$ cat src/rtl/padmux_pkg.sv
package padmux_pkg;
  localparam int CFG_W    = 32;
  localparam int AF_W     = 3;
  localparam int NFUNC    = 1 << AF_W;
  localparam int DRV_W    = 3;
  // field positions
  localparam int B_RISE   = 4;
  localparam int B_FALL   = 5;
  localparam int B_CLR    = 6;
  localparam int B_SOE_N  = 7;
  localparam int B_SDAT   = 8;
  localparam int B_SSEL   = 9;
  localparam int B_DRV_LO = 10;
  localparam int B_PD     = 13;
  localparam int B_PU     = 14;
  localparam int B_PSEL   = 15;
  // writable bits: all of [15:0] except 3 and 6
  localparam logic [CFG_W-1:0] CFG_MASK  = 32'h0000_FFB7;
  localparam logic [CFG_W-1:0] CFG_RESET = 32'h0000_0800;

  typedef struct packed {
    logic             psel;
    logic             pu;
    logic             pd;
    logic [DRV_W-1:0] drv;
    logic             ssel;
    logic             sdat;
    logic             soe_n;
    logic             fall;
    logic             rise;
    logic [AF_W-1:0]  af;
  } pad_cfg_t;

  function automatic pad_cfg_t unpack_cfg(input logic [CFG_W-1:0] w);
    pad_cfg_t c;
    c.af    = w[AF_W-1:0];
    c.rise  = w[B_RISE];
    c.fall  = w[B_FALL];
    c.soe_n = w[B_SOE_N];
    c.sdat  = w[B_SDAT];
    c.ssel  = w[B_SSEL];
    c.drv   = w[B_DRV_LO +: DRV_W];
    c.pd    = w[B_PD];
    c.pu    = w[B_PU];
    c.psel  = w[B_PSEL];
    return c;
  endfunction
endpackage

$ cat src/rtl/padmux_cfg_reg.sv
module padmux_cfg_reg
  import padmux_pkg::*;
(
  input  logic             clk,
  input  logic             rst_n,
  input  logic             we,
  input  logic [CFG_W-1:0] wdata,
  output logic [CFG_W-1:0] cfg,
  output logic             clr_edge
);
  logic [CFG_W-1:0] cfg_d, cfg_q;

  always_comb begin
    cfg_d = cfg_q;
    if (we) begin
      cfg_d = wdata & CFG_MASK;
      if (wdata[B_CLR]) begin
        cfg_d[B_RISE] = 1'b0;
        cfg_d[B_FALL] = 1'b0;
      end
    end
  end

  always_ff @(posedge clk or negedge rst_n) begin
    if (!rst_n)  cfg_q <= CFG_RESET;
    else if (we) cfg_q <= cfg_d;
  end

  assign cfg      = cfg_q;
  assign clr_edge = we & wdata[B_CLR];
endmodule

$ cat src/rtl/padmux_edge.sv
module padmux_edge #(
  parameter int SYNC_STAGES = 2
) (
  input  logic clk,
  input  logic rst_n,
  input  logic pad_in,
  input  logic rise_en,
  input  logic fall_en,
  input  logic clr,
  output logic flag
);
  logic [SYNC_STAGES-1:0] sync_q, sync_d;
  logic prev_q;
  logic flag_d, flag_q;
  logic lvl, hit;

  assign lvl    = sync_q[SYNC_STAGES-1];
  assign sync_d = {sync_q[SYNC_STAGES-2:0], pad_in};
  assign hit    = (rise_en & lvl & ~prev_q) | (fall_en & ~lvl & prev_q);

  always_comb begin
    flag_d = flag_q;
    if (clr)      flag_d = 1'b0;
    else if (hit) flag_d = 1'b1;
  end

  always_ff @(posedge clk or negedge rst_n) begin
    if (!rst_n) begin
      sync_q <= '0;
      prev_q <= 1'b0;
      flag_q <= 1'b0;
    end else begin
      sync_q <= sync_d;
      prev_q <= lvl;
      flag_q <= flag_d;
    end
  end

  assign flag = flag_q;
endmodule

$ cat src/rtl/padmux_route.sv
module padmux_route
  import padmux_pkg::*;
(
  input  pad_cfg_t         cfg,
  input  logic             lp_mode,
  input  logic [NFUNC-1:0] f_out,
  input  logic [NFUNC-1:0] f_oe,
  input  logic [NFUNC-1:0] f_pu,
  input  logic [NFUNC-1:0] f_pd,
  output logic             o_out,
  output logic             o_oe,
  output logic             o_pu,
  output logic             o_pd,
  output logic [DRV_W-1:0] o_drv
);
  logic pu_req, pd_req, sleep_drive;

  assign sleep_drive = lp_mode & cfg.ssel;

  always_comb begin
    if (sleep_drive) begin
      o_out = cfg.sdat;
      o_oe  = ~cfg.soe_n;
    end else begin
      o_out = f_out[cfg.af];
      o_oe  = f_oe[cfg.af];
    end
    if (cfg.psel) begin
      pu_req = cfg.pu;
      pd_req = cfg.pd;
    end else begin
      pu_req = f_pu[cfg.af];
      pd_req = f_pd[cfg.af];
    end
  end

  assign o_pu  = pu_req;
  assign o_pd  = pd_req & ~pu_req;
  assign o_drv = cfg.drv;
endmodule

$ cat src/rtl/padmux_bank.sv
module padmux_bank
  import padmux_pkg::*;
#(
  parameter int NPADS       = 4,
  parameter int SYNC_STAGES = 2,
  localparam int SEL_W      = (NPADS > 1) ? $clog2(NPADS) : 1
) (
  input  logic                   clk,
  input  logic                   rst_n,
  input  logic                   cfg_we,
  input  logic [SEL_W-1:0]       cfg_sel,
  input  logic [CFG_W-1:0]       cfg_wdata,
  output logic [CFG_W-1:0]       cfg_rdata,
  input  logic                   lp_mode,
  input  logic [NPADS*NFUNC-1:0] func_out,
  input  logic [NPADS*NFUNC-1:0] func_oe,
  input  logic [NPADS*NFUNC-1:0] func_pu,
  input  logic [NPADS*NFUNC-1:0] func_pd,
  input  logic [NPADS-1:0]       pad_in,
  input  logic [NPADS-1:0]       wake_en,
  output logic [NPADS-1:0]       pad_out,
  output logic [NPADS-1:0]       pad_oe,
  output logic [NPADS-1:0]       pad_pu,
  output logic [NPADS-1:0]       pad_pd,
  output logic [NPADS*DRV_W-1:0] pad_drv,
  output logic [NPADS-1:0]       edge_seen,
  output logic                   wake_req
);
  logic [CFG_W-1:0] cfg_w [NPADS];
  logic [NPADS-1:0] clr_w;

  for (genvar p = 0; p < NPADS; p++) begin : g_pad
    logic     we_p;
    pad_cfg_t dec;

    assign we_p = cfg_we && (cfg_sel == SEL_W'(p));
    assign dec  = unpack_cfg(cfg_w[p]);

    padmux_cfg_reg u_reg (
      .clk      (clk),
      .rst_n    (rst_n),
      .we       (we_p),
      .wdata    (cfg_wdata),
      .cfg      (cfg_w[p]),
      .clr_edge (clr_w[p])
    );

    padmux_edge #(.SYNC_STAGES(SYNC_STAGES)) u_edge (
      .clk     (clk),
      .rst_n   (rst_n),
      .pad_in  (pad_in[p]),
      .rise_en (dec.rise),
      .fall_en (dec.fall),
      .clr     (clr_w[p]),
      .flag    (edge_seen[p])
    );

    padmux_route u_route (
      .cfg     (dec),
      .lp_mode (lp_mode),
      .f_out   (func_out[p*NFUNC +: NFUNC]),
      .f_oe    (func_oe[p*NFUNC +: NFUNC]),
      .f_pu    (func_pu[p*NFUNC +: NFUNC]),
      .f_pd    (func_pd[p*NFUNC +: NFUNC]),
      .o_out   (pad_out[p]),
      .o_oe    (pad_oe[p]),
      .o_pu    (pad_pu[p]),
      .o_pd    (pad_pd[p]),
      .o_drv   (pad_drv[p*DRV_W +: DRV_W])
    );
  end

  always_comb begin
    cfg_rdata = '0;
    for (int p = 0; p < NPADS; p++)
      if (cfg_sel == SEL_W'(p)) cfg_rdata = cfg_w[p];
  end

  assign wake_req = |(edge_seen & wake_en);
endmodule

$ cat config.mk
export PLATFORM = sky130hd
export DESIGN_NAME = padmux_bank
export DESIGN_NICKNAME = d
export VERILOG_FILES = /design/src/rtl/padmux_pkg.sv /design/src/rtl/padmux_cfg_reg.sv /design/src/rtl/padmux_edge.sv /design/src/rtl/padmux_route.sv /design/src/rtl/padmux_bank.sv
export SDC_FILE = /design/constraint.sdc
export NUM_CORES = 1
export LEC_CHECK = 0
export ABC_AREA = 1
export BUFFER_PORTS_ARGS = -buffer_cell sky130_fd_sc_hd__buf_2
export CAP_MARGIN = 20
export CORE_ASPECT_RATIO = 1.1
export CORE_MARGIN = 5
export CORE_UTILIZATION = 50
export CTS_CLUSTER_DIAMETER = 60
export DETAILED_ROUTE_END_ITERATION = 7
export PLACE_DENSITY_LB_ADDON = 0.15
export SYNTH_ARGS = -nofsm -noshare
export SYNTH_HDL_FRONTEND = slang
export SYNTH_SLANG_ARGS = --single-unit
$ cat constraint.sdc
create_clock -name clk -period 2.6 [get_ports clk]
set_input_delay 0.52 -clock clk [delete_from_list [all_inputs] [get_ports clk]]
set_output_delay 0.52 -clock clk [all_outputs]
set_load 0.02 [all_outputs]
# [Word-level counts from Yosys, hierarchy flattened]
# Index checks and enable logic that the tools add are counted.
[op_classes] n_lt_le_gt_ge=4 eq_ne=3 muxes=61 bitwise_logic=49 reduce_logical=10
[ops] op="two-way mux 32 bit" n=3
[ops] op="binary-select mux 1 bit (select 3 bit)" n=16
[ops] op="two-way mux 1 bit" n=40
[ops] op="bitwise AND 1 bit" n=28
[ops] op="less-than comparator 3 x 4 -> 1 bit, second input constant" n=4
[ops] op="two-way mux 16 bit" n=1
[ops] op="NOT 1 bit" n=16
[ops] op="nonzero test 2 bit" n=4
[ops] op="bitwise AND 4 bit" n=1
[ops] op="== test 2 bit, second input constant" n=2
[ops] op="logical AND 1 bit" n=4
[ops] op="bitwise OR 1 bit" n=4
[ops] op="OR reduction 4 bit" n=1
[ops] op="== test 2 x 1 -> 1 bit, second input constant" n=1
[ops] op="logical NOT 2 bit" n=1
[ops] op="two-way mux 2 bit" n=1
[word_totals] regBits=72 input_bits=174

# [Logic depth before layout (Yosys ltp)]
[depth] ltp_word=6 depth_mapped=10

# [Hierarchy]
# Synthesis repeated with hierarchy kept, for this count alone.
[unflattened] hier_cells=940 area_unflattened_um2=6299.8
[modules_own_cells] module="padmux_cfg_reg" n_inst=4 cells_each=82 area_each_um2=728.2 seq_area_each_um2=351.6
[modules_own_cells] module="padmux_route" n_inst=4 cells_each=91 area_each_um2=467.9 seq_area_each_um2=0.0
[modules_own_cells] module="padmux_bank" n_inst=1 cells_each=196 area_each_um2=964.7 seq_area_each_um2=0.0
[modules_own_cells] module="padmux_edge" n_inst=4 cells_each=13 area_each_um2=137.6 seq_area_each_um2=100.1

# [Least setup slack after synthesis]
# OpenSTA, ideal clock, no wires.
[synth_timing] path_type="in2out" from="input cfg_sel[1]" to="output cfg_rdata[0]" t_arrival_ns=1.227 t_required_ns=2.080 path_slack_ns=0.853 stages=4 n_path_buf=1 cell_sequence="nor2_4 -> clkbuf_1 -> nand2_1 -> o2111ai_1"
[synth_between] elab_chain_len=5 elab_cells_between_ends=8
[synth_rtl] element="from (decl)" line="padmux_bank.sv:11" text="input logic [SEL_W-1:0] cfg_sel,"
[synth_rtl] element="logical NOT 2 bit" line="padmux_bank.sv:76" text="if (cfg_sel == SEL_W'(p)) cfg_rdata = cfg_w[p];"
[synth_rtl] element="two-way mux 16 bit" line="padmux_bank.sv:76"
[synth_rtl] element="two-way mux 32 bit (2 in a row)" line="padmux_bank.sv:76"
[synth_rtl] element="two-way mux 32 bit *" line="padmux_bank.sv:76"
[synth_rtl] element="to (decl)" line="padmux_bank.sv:13" text="output logic [CFG_W-1:0] cfg_rdata,"
# Mark *: on every way between the ends. The rest lies on a longest branch, timed or not.

# [Final worst setup path]
[layout_timing] from="register g_pad[0].u_reg.cfg_q[1]" to="output pad_pd[0]"
[layout_between] elab_chain_len=5 elab_cells_between_ends=8
[layout_rtl] element="from (decl)" line="padmux_cfg_reg.sv:11" text="logic [CFG_W-1:0] cfg_d, cfg_q;"
[layout_rtl] element="from (signal assigned)" line="padmux_cfg_reg.sv:26" text="else if (we) cfg_q <= cfg_d;"
[layout_rtl] element="binary-select mux 1 bit (select 3 bit)" line="padmux_route.sv:32" text="pu_req = f_pu[cfg.af];"
[layout_rtl] element="two-way mux 1 bit (implied by the code)" line="padmux_route.sv:32"
[layout_rtl] element="two-way mux 1 bit" line="padmux_route.sv:28" text="if (cfg.psel) begin"
[layout_rtl] element="NOT 1 bit" line="padmux_route.sv:38" text="assign o_pd = pd_req & ~pu_req;"
[layout_rtl] element="bitwise AND 1 bit *" line="padmux_route.sv:38"
[layout_rtl] element="to (decl)" line="padmux_bank.sv:24" text="output logic [NPADS-1:0] pad_pd,"
# Mark *: on every way between the ends. The rest lies on a longest branch, timed or not. The select of a mux whose other input is x is not followed.

==> impl_metrics.env <==
export IMPL_die_w_um=104.3
export IMPL_reg2reg_depth=2
export IMPL_worst_slew_pin_slew_ps=560.3
export IMPL_drtIter0Drc=277
export IMPL_worst_endpoint_required_ps=2080
export IMPL_finalHoldViolCount=0
export IMPL_cp_depth=7
export IMPL_rsz0062_at_grt="no"
export IMPL_synth_area_leaders="dfrtp_1, nand2_1, buf_4"
export IMPL_p_comb_share_pct=34.9
export IMPL_path_buf_inv=2
export IMPL_wirelength_um=14280
export IMPL_viasPerCell=5.151
export IMPL_cp_max_fo=13
export IMPL_status="finished, final reports clean"
export IMPL_pin_count=239
export IMPL_synth_top_cell_by_area="dfrtp_1"
export IMPL_hpwl_um=11110
export IMPL_mostFrequentLayoutCells="nand2_1, buf_2, inv_1, dfrtp_1, nand3_1"
export IMPL_post_cts_resize_count=0
export IMPL_die_y_um=113.7
export IMPL_finalNetCount=1040
export IMPL_switchingPower_w=0.001493
export IMPL_p_per_area_nw_per_um2=670.5
export IMPL_synth_top_area_share_pct=34.80
export IMPL_max_stage_delay_ps=600
export IMPL_drive_above_1_share_pct=30.77
export IMPL_clock_skew_ps=3.852
export IMPL_cts_tree="yes"
export IMPL_cts_sinks=72
export IMPL_wl_per_cell_um=14.45
export IMPL_die_area_um2=11860
export IMPL_syn_inst=704
export IMPL_cts_made_buffers=9
export IMPL_min_period_ps=2320
export IMPL_synth_warning_count=0
export IMPL_clkPwrFrac_pct=28.1
export IMPL_ys_ff_latch=72
export IMPL_crit_path_start_kind="register"
export IMPL_power_frac_seq_pct=37.0
export IMPL_timing_final_ws_setup_ps=280.5
export IMPL_synth_avg_cell_area_um2=6.946
export IMPL_clock_path_buffers=2
export IMPL_p_leak_nw=3.271
export IMPL_drv_slew=0
export IMPL_fmax_ghz=0.4311
export IMPL_final_cell_count_no_fill=988
export IMPL_p_sw_share_pct=37.68
export IMPL_ant_nets=0
export IMPL_intPower_w=0.002469
export IMPL_synth_cell_types=29
export IMPL_critPathKind="register to output port"
export IMPL_dp_slack_ps=491.4
export IMPL_cts_hold_fix_buffers=0
export IMPL_path_clk_slew_ps=80
export IMPL_slowest_stage="dfrtp_1"
export IMPL_setup_viol=0
export IMPL_crit_chain="inv_1 -> nand3_1 -> nand3_1 -> nand3_1 -> nand2_1 -> nor2_1 -> buf_2"
export IMPL_grt_pass1_wl_um=23040
export IMPL_cts_setup_buffers=0
export IMPL_place_inst=972
export IMPL_end_kind="output port"
export IMPL_vias=5089
export IMPL_syn2layout_area_growth_pct=20.85
export IMPL_grtUsageTotal_pct=23.56
export IMPL_arrival_ps=1800
export IMPL_rows=37
export IMPL_drcViolationCount=0
export IMPL_path_delay_family="flip-flops"
export IMPL_grt_overflow=0
export IMPL_path_common_cell="nand3_1"
export IMPL_fillers=896
export IMPL_holdWs_ps=106.8
export IMPL_final_common_cell="nand2_1"
export IMPL_grt_pass1_vias=4862
export IMPL_antenna_found_initial=0
export IMPL_htreeDepth=3
export IMPL_insertion_delay_ps=350
export IMPL_hold_class="input port to asynchronous set/reset pin"
export IMPL_root_buffer="clkbuf_8"
export IMPL_syn_cell_area_um2=4890
export IMPL_finalCritPeriodShare_pct=89.21
export IMPL_drv_cap=0
export IMPL_start_util_pct=51.78
export IMPL_port_buffers=203
export IMPL_antenna_cells=0
export IMPL_yosysSeqAreaShare_pct=36.95
export IMPL_routabilityCongestion=0.8571
export IMPL_tns_ps=0
export IMPL_peakVddDrop_uv=461.9
export IMPL_slew_headroom_pct=62.51
export IMPL_grt_max_degree=42
export IMPL_coreArea_um2=9444
export IMPL_drtPass1Iterations=5
[power by group through the flow]
stage          Sequential (W)  Clock [W]  Combinational [W]
6_report              0.00147    0.00111            0.00138
5_1_grt               0.00150    0.00118            0.00154
4_1_cts               0.00146    0.00112            0.00139
3_5_place_dp          0.00149          0            0.00139
3_3_place_gp          0.00148          0            0.00137
2_1_floorplan         0.00141          0            0.00116
[worst reg2reg max path: stages (launching register included)]
cell and delay (ps):
dfrtp_1 550, inv_1 230, o21ai_0 200
[path summary, 6_finish.rpt]
| path | from | endpoint | slack [ps] |
|---|---|---|---|
| max | g_pad[0].u_reg.cfg[1] | pad_pd[0] | 280 |
| max in group asynchronous | rst_n | g_pad[2].u_reg.cfg[11] | 1870 |
| min reg2reg | g_pad[0].u_edge.sync_q[0] | g_pad[0].u_edge.sync_q[1] | 360 |
| max reg2reg | g_pad[3].u_reg.cfg[1] | g_pad[3].u_reg.cfg[1] | 1560 |
| min in group clk | pad_in[1] | g_pad[1].u_edge.sync_q[0] | 270 |
| min | rst_n | g_pad[3].u_reg.cfg[10] | 110 |
[sequential cells by signal (all words and copies together) (netlist names)]
name	flops
g_pad.u_edge.prev_q	4
g_pad.u_reg.cfg	56
g_pad.u_edge.sync_q	8
g_pad.u_edge.flag	4
[logic make-up (layout without fill, tap and decap cells)]
kind of cell	count (synthesis)	in the layout	share of synthesized area [%]
and+or+nand+nor	352	352	30.43
DFF	72	72	36.95
AOI/OAI and AO/OA	121	121	15.40
other	1	18	0.07669
buffers and inverters	158	308	17.14
[per-stage QoR]
step	instance area (µm²)	power [W]	utilization (%)
3_5_place_dp	5657	0.002871	59.90
6_report	5909	0.003962	62.57
2_1_floorplan	4954	0.002570	-
4_1_cts	5909	0.003980	62.57
3_3_place_gp	5657	0.002851	59.90
5_1_grt	5909	0.004216	62.57
[cell usage after synthesis (all sizes together)]
cell     count
or2          5
nand3       59
nand3b       1
inv         81
o211ai      22
a21oi        7
conb         1
dfstp        4
nor2        37
nand2      242
o2111ai      7
buf         75
o21ai       81
nand4        8
a211o        2
o22ai        2
dfrtp       68
clkbuf       2
[routing by layer]
layer	vias up	part of all wire (%)	routed length [µm]	GRT usage, %
met5	-	0	0	0
met4	0	2.8	395	9.326
met3	27	7.6	1085	5.263
met2	230	50	7080	40.14
met1	2317	40	5716	29.05
li1	2515	-	-	-
[layout make-up]
class                           instances  area (µm²)  share of cell area [%]
Multi-Input combinational cell        491        2308                   39.06
Sequential cell                        72        1807                   30.57
Timing Repair Buffer                  211        1089                   18.42
Inverter                               81       306.5                   5.187
Tap cell                              117       146.4                   2.477
Clock buffer                           10       137.6                   2.329
Clock inverter                          6       115.1                   1.948
No activity file was read; power rests on OpenSTA's default activity.
